==> src/rtl/mpwu_rx_pkg.sv <==
package mpwu_rx_pkg;

  typedef enum logic [1:0] {
    MODE_D8   = 2'b00,
    MODE_D9   = 2'b01,
    MODE_PAR  = 2'b10,
    MODE_WAKE = 2'b11
  } rx_mode_e;

  localparam int DATA_W = 8;

  // number of payload bits (data plus optional ninth bit) for a mode
  function automatic int payload_bits(rx_mode_e m);
    return (m == MODE_D8) ? DATA_W : DATA_W + 1;
  endfunction

  // bits sampled after the start bit: payload plus stop bits
  function automatic int frame_bits(rx_mode_e m, int stops);
    return payload_bits(m) + stops;
  endfunction

  // 1 when data plus parity bit disagree with the selected sense
  function automatic logic parity_bad(logic [DATA_W-1:0] d, logic p, logic odd);
    return (^d) ^ p ^ odd;
  endfunction

  // address-marker mode keeps only frames with the ninth bit set
  function automatic logic frame_wanted(rx_mode_e m, logic b9);
    return (m != MODE_WAKE) || b9;
  endfunction

endpackage

==> src/rtl/mpwu_rx_sync.sv <==
module mpwu_rx_sync #(
  parameter int   STAGES    = 2,
  parameter logic RESET_VAL = 1'b1
) (
  input  logic clk,
  input  logic rst_n,
  input  logic din,
  output logic dout
);
  logic [STAGES-1:0] pipe;

  for (genvar g = 0; g < STAGES; g++) begin : g_stage
    if (g == 0) begin : g_first
      always_ff @(posedge clk or negedge rst_n) begin
        if (!rst_n) pipe[g] <= RESET_VAL;
        else        pipe[g] <= din;
      end
    end else begin : g_next
      always_ff @(posedge clk or negedge rst_n) begin
        if (!rst_n) pipe[g] <= RESET_VAL;
        else        pipe[g] <= pipe[g-1];
      end
    end
  end

  assign dout = pipe[STAGES-1];
endmodule

==> src/rtl/mpwu_rx_timer.sv <==
module mpwu_rx_timer #(
  parameter int OVS = 16,
  parameter int BW  = 4
) (
  input  logic          clk,
  input  logic          rst_n,
  input  logic          en,
  input  logic          tick,
  input  logic          line,
  input  logic [BW-1:0] frame_len,
  output logic          start_det,
  output logic          start_ok,
  output logic          bit_stb,
  output logic          frame_done,
  output logic [BW-1:0] bit_idx
);
  localparam int CW  = (OVS > 2) ? $clog2(OVS) : 1;
  localparam int MID = OVS / 2;

  typedef enum logic [1:0] {ST_IDLE, ST_START, ST_BITS} tstate_e;

  tstate_e       st;
  logic [CW-1:0] cnt;
  logic          line_q;
  logic          mid_hit;

  assign mid_hit    = tick && (cnt == CW'(MID - 1));
  assign start_det  = en && (st == ST_IDLE) && tick && line_q && !line;
  assign start_ok   = en && (st == ST_START) && mid_hit && !line;
  assign bit_stb    = en && (st == ST_BITS) && mid_hit;
  assign frame_done = bit_stb && (bit_idx == frame_len - BW'(1));

  always_ff @(posedge clk or negedge rst_n) begin
    if (!rst_n) begin
      st      <= ST_IDLE;
      cnt     <= '0;
      line_q  <= 1'b0;
      bit_idx <= '0;
    end else begin
      if (tick) line_q <= line;

      if (start_det)
        cnt <= '0;
      else if (st != ST_IDLE && tick)
        cnt <= (cnt == CW'(OVS - 1)) ? '0 : cnt + CW'(1);

      if (!en) begin
        st <= ST_IDLE;
      end else begin
        case (st)
          ST_IDLE:  if (start_det) st <= ST_START;
          ST_START: if (mid_hit) begin
                      st      <= line ? ST_IDLE : ST_BITS;
                      bit_idx <= '0;
                    end
          ST_BITS:  if (bit_stb) begin
                      bit_idx <= bit_idx + BW'(1);
                      if (frame_done) st <= ST_IDLE;
                    end
          default:  st <= ST_IDLE;
        endcase
      end
    end
  end
endmodule

==> src/rtl/mpwu_rx_decode.sv <==
module mpwu_rx_decode
  import mpwu_rx_pkg::*;
#(
  parameter int BW = 4
) (
  input  logic          clk,
  input  logic          rst_n,
  input  rx_mode_e      mode,
  input  logic          odd_par,
  input  logic          line,
  input  logic          start_ok,
  input  logic          bit_stb,
  input  logic          frame_done,
  input  logic [BW-1:0] bit_idx,
  output logic [DATA_W:0] rx_buf,
  output logic          rx_irq,
  output logic          perr_irq,
  output logic          ferr_irq,
  output logic          buf_we,
  output logic          stop_ok,
  output logic          frame_b9
);
  logic [DATA_W:0] pay;
  logic            stop_bad;
  logic [BW-1:0]   n_pay;
  logic            wanted;

  assign n_pay    = BW'(payload_bits(mode));
  assign frame_b9 = pay[DATA_W];
  assign stop_ok  = !stop_bad && line;
  assign wanted   = frame_wanted(mode, frame_b9);
  assign buf_we   = frame_done && stop_ok && wanted;

  always_ff @(posedge clk or negedge rst_n) begin
    if (!rst_n) begin
      pay      <= '0;
      stop_bad <= 1'b0;
    end else if (start_ok) begin
      pay      <= '0;
      stop_bad <= 1'b0;
    end else if (bit_stb) begin
      if (bit_idx < n_pay) begin
        for (int i = 0; i <= DATA_W; i++)
          if (bit_idx == BW'(i)) pay[i] <= line;
      end else if (!line) begin
        stop_bad <= 1'b1;
      end
    end
  end

  always_ff @(posedge clk or negedge rst_n) begin
    if (!rst_n) begin
      rx_buf   <= '0;
      rx_irq   <= 1'b0;
      perr_irq <= 1'b0;
      ferr_irq <= 1'b0;
    end else begin
      if (buf_we) rx_buf <= pay;
      rx_irq   <= buf_we;
      perr_irq <= buf_we && (mode == MODE_PAR) &&
                  parity_bad(pay[DATA_W-1:0], pay[DATA_W], odd_par);
      ferr_irq <= frame_done && !stop_ok;
    end
  end
endmodule

==> src/rtl/mpwu_uart_rx.sv <==
module mpwu_uart_rx
  import mpwu_rx_pkg::*;
#(
  parameter int OVERSAMPLE  = 16,
  parameter int STOP_BITS   = 1,
  parameter int SYNC_STAGES = 2
) (
  input  logic       clk,
  input  logic       rst_n,
  input  logic       tick16,
  input  logic       rx_en,
  input  logic [1:0] mode_sel,
  input  logic       odd_par,
  input  logic       rxd,
  output logic [8:0] rx_buf,
  output logic       rx_irq,
  output logic       perr_irq,
  output logic       ferr_irq
);
  localparam int MAX_BITS = DATA_W + 1 + STOP_BITS;
  localparam int BW       = $clog2(MAX_BITS + 1);

  rx_mode_e      mode;
  logic          line;
  logic [BW-1:0] frame_len;
  logic          start_det, start_ok, bit_stb, frame_done;
  logic [BW-1:0] bit_idx;
  logic          buf_we, stop_ok, frame_b9;

  assign mode      = rx_mode_e'(mode_sel);
  assign frame_len = BW'(frame_bits(mode, STOP_BITS));

  mpwu_rx_sync #(.STAGES(SYNC_STAGES), .RESET_VAL(1'b1)) u_sync (
    .clk(clk), .rst_n(rst_n), .din(rxd), .dout(line)
  );

  mpwu_rx_timer #(.OVS(OVERSAMPLE), .BW(BW)) u_timer (
    .clk(clk), .rst_n(rst_n), .en(rx_en), .tick(tick16), .line(line),
    .frame_len(frame_len), .start_det(start_det), .start_ok(start_ok),
    .bit_stb(bit_stb), .frame_done(frame_done), .bit_idx(bit_idx)
  );

  mpwu_rx_decode #(.BW(BW)) u_decode (
    .clk(clk), .rst_n(rst_n), .mode(mode), .odd_par(odd_par), .line(line),
    .start_ok(start_ok), .bit_stb(bit_stb), .frame_done(frame_done),
    .bit_idx(bit_idx), .rx_buf(rx_buf), .rx_irq(rx_irq),
    .perr_irq(perr_irq), .ferr_irq(ferr_irq), .buf_we(buf_we),
    .stop_ok(stop_ok), .frame_b9(frame_b9)
  );
endmodule

==> config.mk <==
export PLATFORM = sky130hd
export DESIGN_NAME = mpwu_uart_rx
export DESIGN_NICKNAME = d
export VERILOG_FILES = /design/src/rtl/mpwu_rx_pkg.sv /design/src/rtl/mpwu_rx_sync.sv /design/src/rtl/mpwu_rx_timer.sv /design/src/rtl/mpwu_rx_decode.sv /design/src/rtl/mpwu_uart_rx.sv
export SDC_FILE = /design/constraint.sdc
export NUM_CORES = 1
export LEC_CHECK = 0
export BUFFER_PORTS_ARGS = -buffer_cell sky130_fd_sc_hd__buf_4
export CORE_ASPECT_RATIO = 1.5
export CORE_UTILIZATION = 35
export DETAILED_ROUTE_END_ITERATION = 8
export PLACE_DENSITY = 0.5
export SLEW_MARGIN = 15
export SYNTH_ARGS = -nofsm -noshare
export SYNTH_HDL_FRONTEND = slang
export SYNTH_SLANG_ARGS = --single-unit
==> constraint.sdc <==
create_clock -name clk -period 3.9 [get_ports clk]
set_clock_uncertainty 0.15 [all_clocks]
set_input_delay 0.975 -clock clk [delete_from_list [all_inputs] [get_ports clk]]
set_output_delay 0.975 -clock clk [all_outputs]
set_load 0.01 [all_outputs]
Word level (Yosys, flattened, before mapping)
Index checks and enable logic that the tools add are counted.
{ "word_totals": {"wordCells": 132, "ff_bits": 35, "output_inout_bits": 12} }
{ "op_classes": {"n_reduce_logical": 52, "n_eq_ne": 23, "order_cmp": 1, "n_bitwise": 2, "add_sub_neg": 4, "mux": 30} }
{ "op_table": {"columns": ["operator", "count"], "rows": [
  ["$reduce_and A3 Y1", 10],
  ["$reduce_bool A2 Y1", 14],
  ["$mux W9", 3],
  ["$eq A4 B3 Y1 const B", 5],
  ["$mux W4", 5],
  ["$logic_and A1 B1 Y1", 18],
  ["$mux W1", 14],
  ["$mux W2", 6],
  ["$ne A3 B2 Y1 const B", 3],
  ["$add A4 B1 Y4 const B", 2],
  ["$eq A4 B2 Y1 const B", 2],
  ["$eq A4 B4 Y1 const B", 2],
  ["$pmux W4 S2", 1],
  ["$reduce_and A4 Y1", 2],
  ["$reduce_xor A8 Y1", 1],
  ["$ne A2 B2 Y1 const B", 3],
  ["$pmux W2 S3", 1],
  ["$add A4 B2 Y4 const B", 1],
  ["$eq A2 B2 Y1 const B", 2],
  ["$eq A4 B1 Y1 const B", 1],
  ["$eq A4 B4 Y1", 1],
  ["$logic_not A2 Y1", 2],
  ["$logic_not A4 Y1", 1],
  ["$lt A4 B4 Y1", 1],
  ["7 further kinds", 11]
]} }

Longest topological paths before layout
{ "logic_depth": {"ltp_word": 10, "mapped_depth": 7, "mapped_depth_nobuf": 6} }

By module
Synthesis repeated with hierarchy kept, for this count alone.
{ "unflattened": {"hier_cells": 174, "area_unflattened_um2": 1904.3} }
{ "by_module_without_submodules": {"columns": ["module", "cells_each", "area_each_um2", "instances", "seq_area_each_um2"], "rows": [
  ["mpwu_rx_decode", 90, 1039.7, 1, 550.5],
  ["mpwu_rx_timer", 78, 794.5, 1, 275.3],
  ["mpwu_rx_sync", 2, 52.6, 1, 52.6],
  ["mpwu_uart_rx", 4, 17.5, 1, 0.0]
]} }

Worst setup path after synthesis
No wires, ideal clock.
{ "synth_timing": {"kind": "input port to flip-flop", "startpoint": "in mode_sel[1]", "endpoint": "reg u_decode.rx_buf[0]", "t_arrival_ps": 2492, "stages": 6, "path_slack_ps": 1133, "setup_time_ps": 125, "required_ps": 3625, "path_cell_list": "or2_2 > ha_1 > nand4bb_2 > nor4_4 > o21ai_2 > mux2_2"} }
{ "synth_between": {"elab_chain_cells": 8, "elab_cells_between_ends": 10} }
{ "synth_lines": {"columns": ["element", "line_no", "text"], "rows": [
  ["start, declared", "mpwu_uart_rx.sv:12", "input logic [1:0] mode_sel,"],
  ["$logic_not A2 Y1", "mpwu_rx_pkg.sv:14", "return (m == MODE_D8) ? DATA_W : DATA_W + 1;"],
  ["$mux W1", "mpwu_rx_pkg.sv:14", null],
  ["$add A4 B2 Y4", "mpwu_rx_pkg.sv:19", "return payload_bits(m) + stops;"],
  ["$sub A4 B1 Y4", "mpwu_rx_timer.sv:31", "assign frame_done = bit_stb && (bit_idx == frame_len - BW'(1));"],
  ["$eq A4 B4 Y1", "mpwu_rx_timer.sv:31", null],
  ["$logic_and A1 B1 Y1", "mpwu_rx_timer.sv:31", null],
  ["$logic_and A1 B1 Y1", "mpwu_rx_decode.sv:32", "assign buf_we = frame_done && stop_ok && wanted;"],
  ["$logic_and A1 B1 Y1 *", "mpwu_rx_decode.sv:32", null],
  ["end signal, assigned", "mpwu_rx_decode.sv:58", "if (buf_we) rx_buf <= pay;"],
  ["end, declared", "mpwu_rx_decode.sv:15", "output logic [DATA_W:0] rx_buf,"]
]} }
Every way passes the cells marked *; elsewhere a longest branch is shown, timed or not.
A chain may end at the register's enable or synchronous reset.

Final worst setup path
{ "layout_timing": {"startpoint": "in mode_sel[1]", "endpoint": "reg u_decode.rx_buf[2]"} }
Same word-level chain as after synthesis.

==> run_results.csv <==
group,metric,value,unit
run_status,outcome,"completed",
place,hpwl,2.69,mm
sta,finalSetupViolations,0,
routing,drc,0,
sta,worst-slew-pin-transition,0.501,ns
power_and_ir_drop,irDropWorstVdd,0.235,mV
sta,fmax,0.358,GHz
power_and_ir_drop,power_frac_clock,0.367,
synth,synth.avg_cell_area,11.0,um2
grt,grtUsageTotal,0.151,
grt,grt_antenna_before_repair,0,
power_and_ir_drop,seq_power_share,0.560,
critical_path,worst_setup_path_end_kind,"register",
critical_path,cp_max_fo,10,
critical_path,worstRegToRegCells,6,
grt,grt_pass1_vias,1330,
sta,fin_crit_sh,0.716,
routing,drt-initial-drc-count,43,
sta,drv_slew,0,
grt,grt_pass1_wl,6.22,mm
final_layout,final_cell_mix,"33 x dfrtp_1, 27 x nand2_1, 19 x buf_4",
synth,synth.distinct_cells,42,
final_layout,layout_commonest_cell,"dfrtp_1",
synth,ys_warn_count,0,
cts,max-clock-path-buffers,2,
critical_path,cp.required,3.92,ns
worst_hold_path,hold_depth,0,
final_layout,post-route-util,0.431,
synth,syn_area,1830,um2
cts,postCtsResizedCells,0,
routing,via_per_inst,5.06,
sta,hold_viol_final,0,
cts,cts_sinks,35,
routing,ant_nets,0,
grt,overflow,0,
synth,ys_seq_area_frac,0.480,
critical_path,critical_path_class,"in2reg",
job,drv_cap,0,
grt,grt_max_degree,36,
final_layout,layout.nets,206,
routing,drt_pass1_iterations,4,
synth,ys_ff_latch,35,
sta,min_period,2.79,ns
cts,cts_setup_buffers,0,
place,dpl_cell_area,2040,um2
final_layout,stdcell_area,2120,um2
final_layout,diodes,0,
synth,syn-num-nets,184,
cts,worstSkewPairLatency,0.29,ns
sta,maxSlewHeadroom,0.663,
power_and_ir_drop,power.total,0.000691,W
cts,tritoncts,"done",
floorplanning,chipHeight,90.5,um
routing,via_count,1295,
cts,path_clk_slew,0.07,ns
power_and_ir_drop,p_comb_frac,0.073,
final_layout,fill_cells,490,
place,routabilityCongestion,0.773,
floorplanning,die_area,5530,um2
critical_path,cp_data_arrival_time,2.81,ns
synth,synthCells,167,
floorplanning,rows,31,
critical_path,worstSetupStartpointType,"input pin",
floorplanning,pin_count,20,
sta,rsz0062_at_grt,"false",
sta,tns,0,ns
cts,hold_buffers,0,
floorplanning,core,4930,um2
final_layout,drive_above_1_share,0.226,
floorplanning,die_w,61.0,um
worst_hold_path,min_path_type,"reg2reg",
power_and_ir_drop,power_density,326,nW/um2
place,portBuffers,19,
cts,numCtsBuffers,5,
cts,root_buffer,"clkbuf_8",
power_and_ir_drop,p_int,0.000521,W
final_layout,syn_to_final_growth,15.9,%
cts,htreeDepth,2,
routing,drt_wl_total,3.61,mm
power_and_ir_drop,leakage,1.03,nW
floorplanning,start_util,0.371,
power_and_ir_drop,p_switching,0.000170,W
power_and_ir_drop,sw_frac_of_total,0.246,
routing,wire_per_inst,14.1,um
## path summary, 6_finish.rpt
| path | from | endpoint | slack [ns] |
|---|---|---|---|
| setup / recovery | mode_sel[1] | u_decode.rx_buf[2]$_DFFE_PN0P_ | 1.11 |
| hold / removal | u_sync.pipe[0]$_DFF_PN1_ | u_sync.dout$_DFF_PN1_ | 0.21 |
| setup reg to reg | u_timer.bit_idx[0]$_DFFE_PN0P_ | u_decode.rx_buf[2]$_DFFE_PN0P_ | 1.62 |
| hold reg to reg | u_sync.pipe[0]$_DFF_PN1_ | u_sync.dout$_DFF_PN1_ | 0.21 |
| max in group asynchronous | rst_n | u_sync.pipe[0]$_DFF_PN1_ | 2.77 |
| min in group asynchronous | rst_n | u_decode.pay[0]$_DFFE_PN0P_ | 0.47 |
## registers in the layout, summed over array words and instances, names as in the netlist
register / cells
u_decode.rx_buf: 9
u_timer.cnt: 4
u_decode.perr_irq: 1
u_timer.line_q: 1
u_decode.pay: 9
u_decode.rx_irq: 1
u_decode.ferr_irq: 1
u_timer.bit_idx: 4
u_sync.dout: 1
u_decode.stop_bad: 1
u_timer.st: 2
u_sync.pipe: 1
## layout make-up
class                      count  area [um2]  area share
sequential                    35         878       0.414
clock inverter                 1        5.00     0.00236
timing repair buffer          19         143      0.0673
inverter                      11        41.3      0.0195
multi-input combinational    117         895       0.422
tap                           66        82.6      0.0389
clock buffer                   7        76.3      0.0360
## cell families (layout without fill, tap and decap cells)
logic type                 after synthesis  after routing  synth area share
and+or+nand+nor                         53             53             0.168
DFF                                     35             35             0.480
AOI/OAI and AO/OA                       28             28             0.105
muxes                                   18             18             0.105
buffers and inverters                   15             38            0.0308
adders and majority gates                9              9            0.0616
xor gates and xnor gates                 9              9            0.0506
## power by group through the flow
stage	registers [W]	logic [W]	clock network (W)
after floorplan	0.000390	0.0000312	0
after global placement	0.000392	0.0000498	0
after detailed placement	0.000394	0.0000514	0
after CTS	0.000387	0.0000518	0.000260
after global routing	0.000388	0.0000605	0.000273
final	0.000387	0.0000501	0.000254
## synthesized netlist by cell type (all sizes together)
master	n	share of area
dfrtp	33	0.45
nand2	27	0.055
inv	11	0.023
ha	9	0.062
mux2	9	0.055
mux2i	9	0.049
xnor2	7	0.034
a21oi	6	0.016
o21ai	6	0.018
a22o	4	0.019
clkbuf	4	0.0082
nand3	3	0.0082
nor3	3	0.0082
a311oi	2	0.0096
and4b	2	0.011
dfstp	2	0.029
nand2b	2	0.0068
nand4	2	0.0068
nor2	2	0.0041
nor4	2	0.015
o21a	2	0.0082
o31ai	2	0.0082
a21o	1	0.0041
a31o	1	0.0048
a31oi	1	0.0034
and3	1	0.0034
and3b	1	0.0048
nand3b	1	0.0041
nand4b	1	0.0082
nand4bb	1	0.0089
nor2b	1	0.0034
nor3b	1	0.0041
nor4b	1	0.0082
o211ai	1	0.0041
o22ai	1	0.0034
o41ai	1	0.0048
or2	1	0.0034
or3	1	0.0034
xnor3	1	0.012
xor2	1	0.0048
## worst max-delay path, stage by stage
cell,delay [ns]
buf_4,0.12
or2_2,0.30
ha_1,0.29
nand4bb_2,0.19
nor4_4,0.37
o21ai_2,0.23
mux2_2,0.33
## routing by layer
metal,track usage,routed length (um),vias up
met2,0.253,1960,27
li1,-,-,632
met4,0.0606,61,0
met3,0.0301,103,5
met1,0.182,1480,631
met5,0,0,-
## through the flow
stage,std cells,worst slack [ns],hold WS (ns)
6_report,256,1.11,0.206
5_1_grt,256,1.02,0.220
4_1_cts,256,1.11,0.207
3_5_place_dp,248,0.817,0.197
3_3_place_gp,248,0.905,0.198
2_1_floorplan,167,1.13,0.195
(Power assumes the default switching activity.)
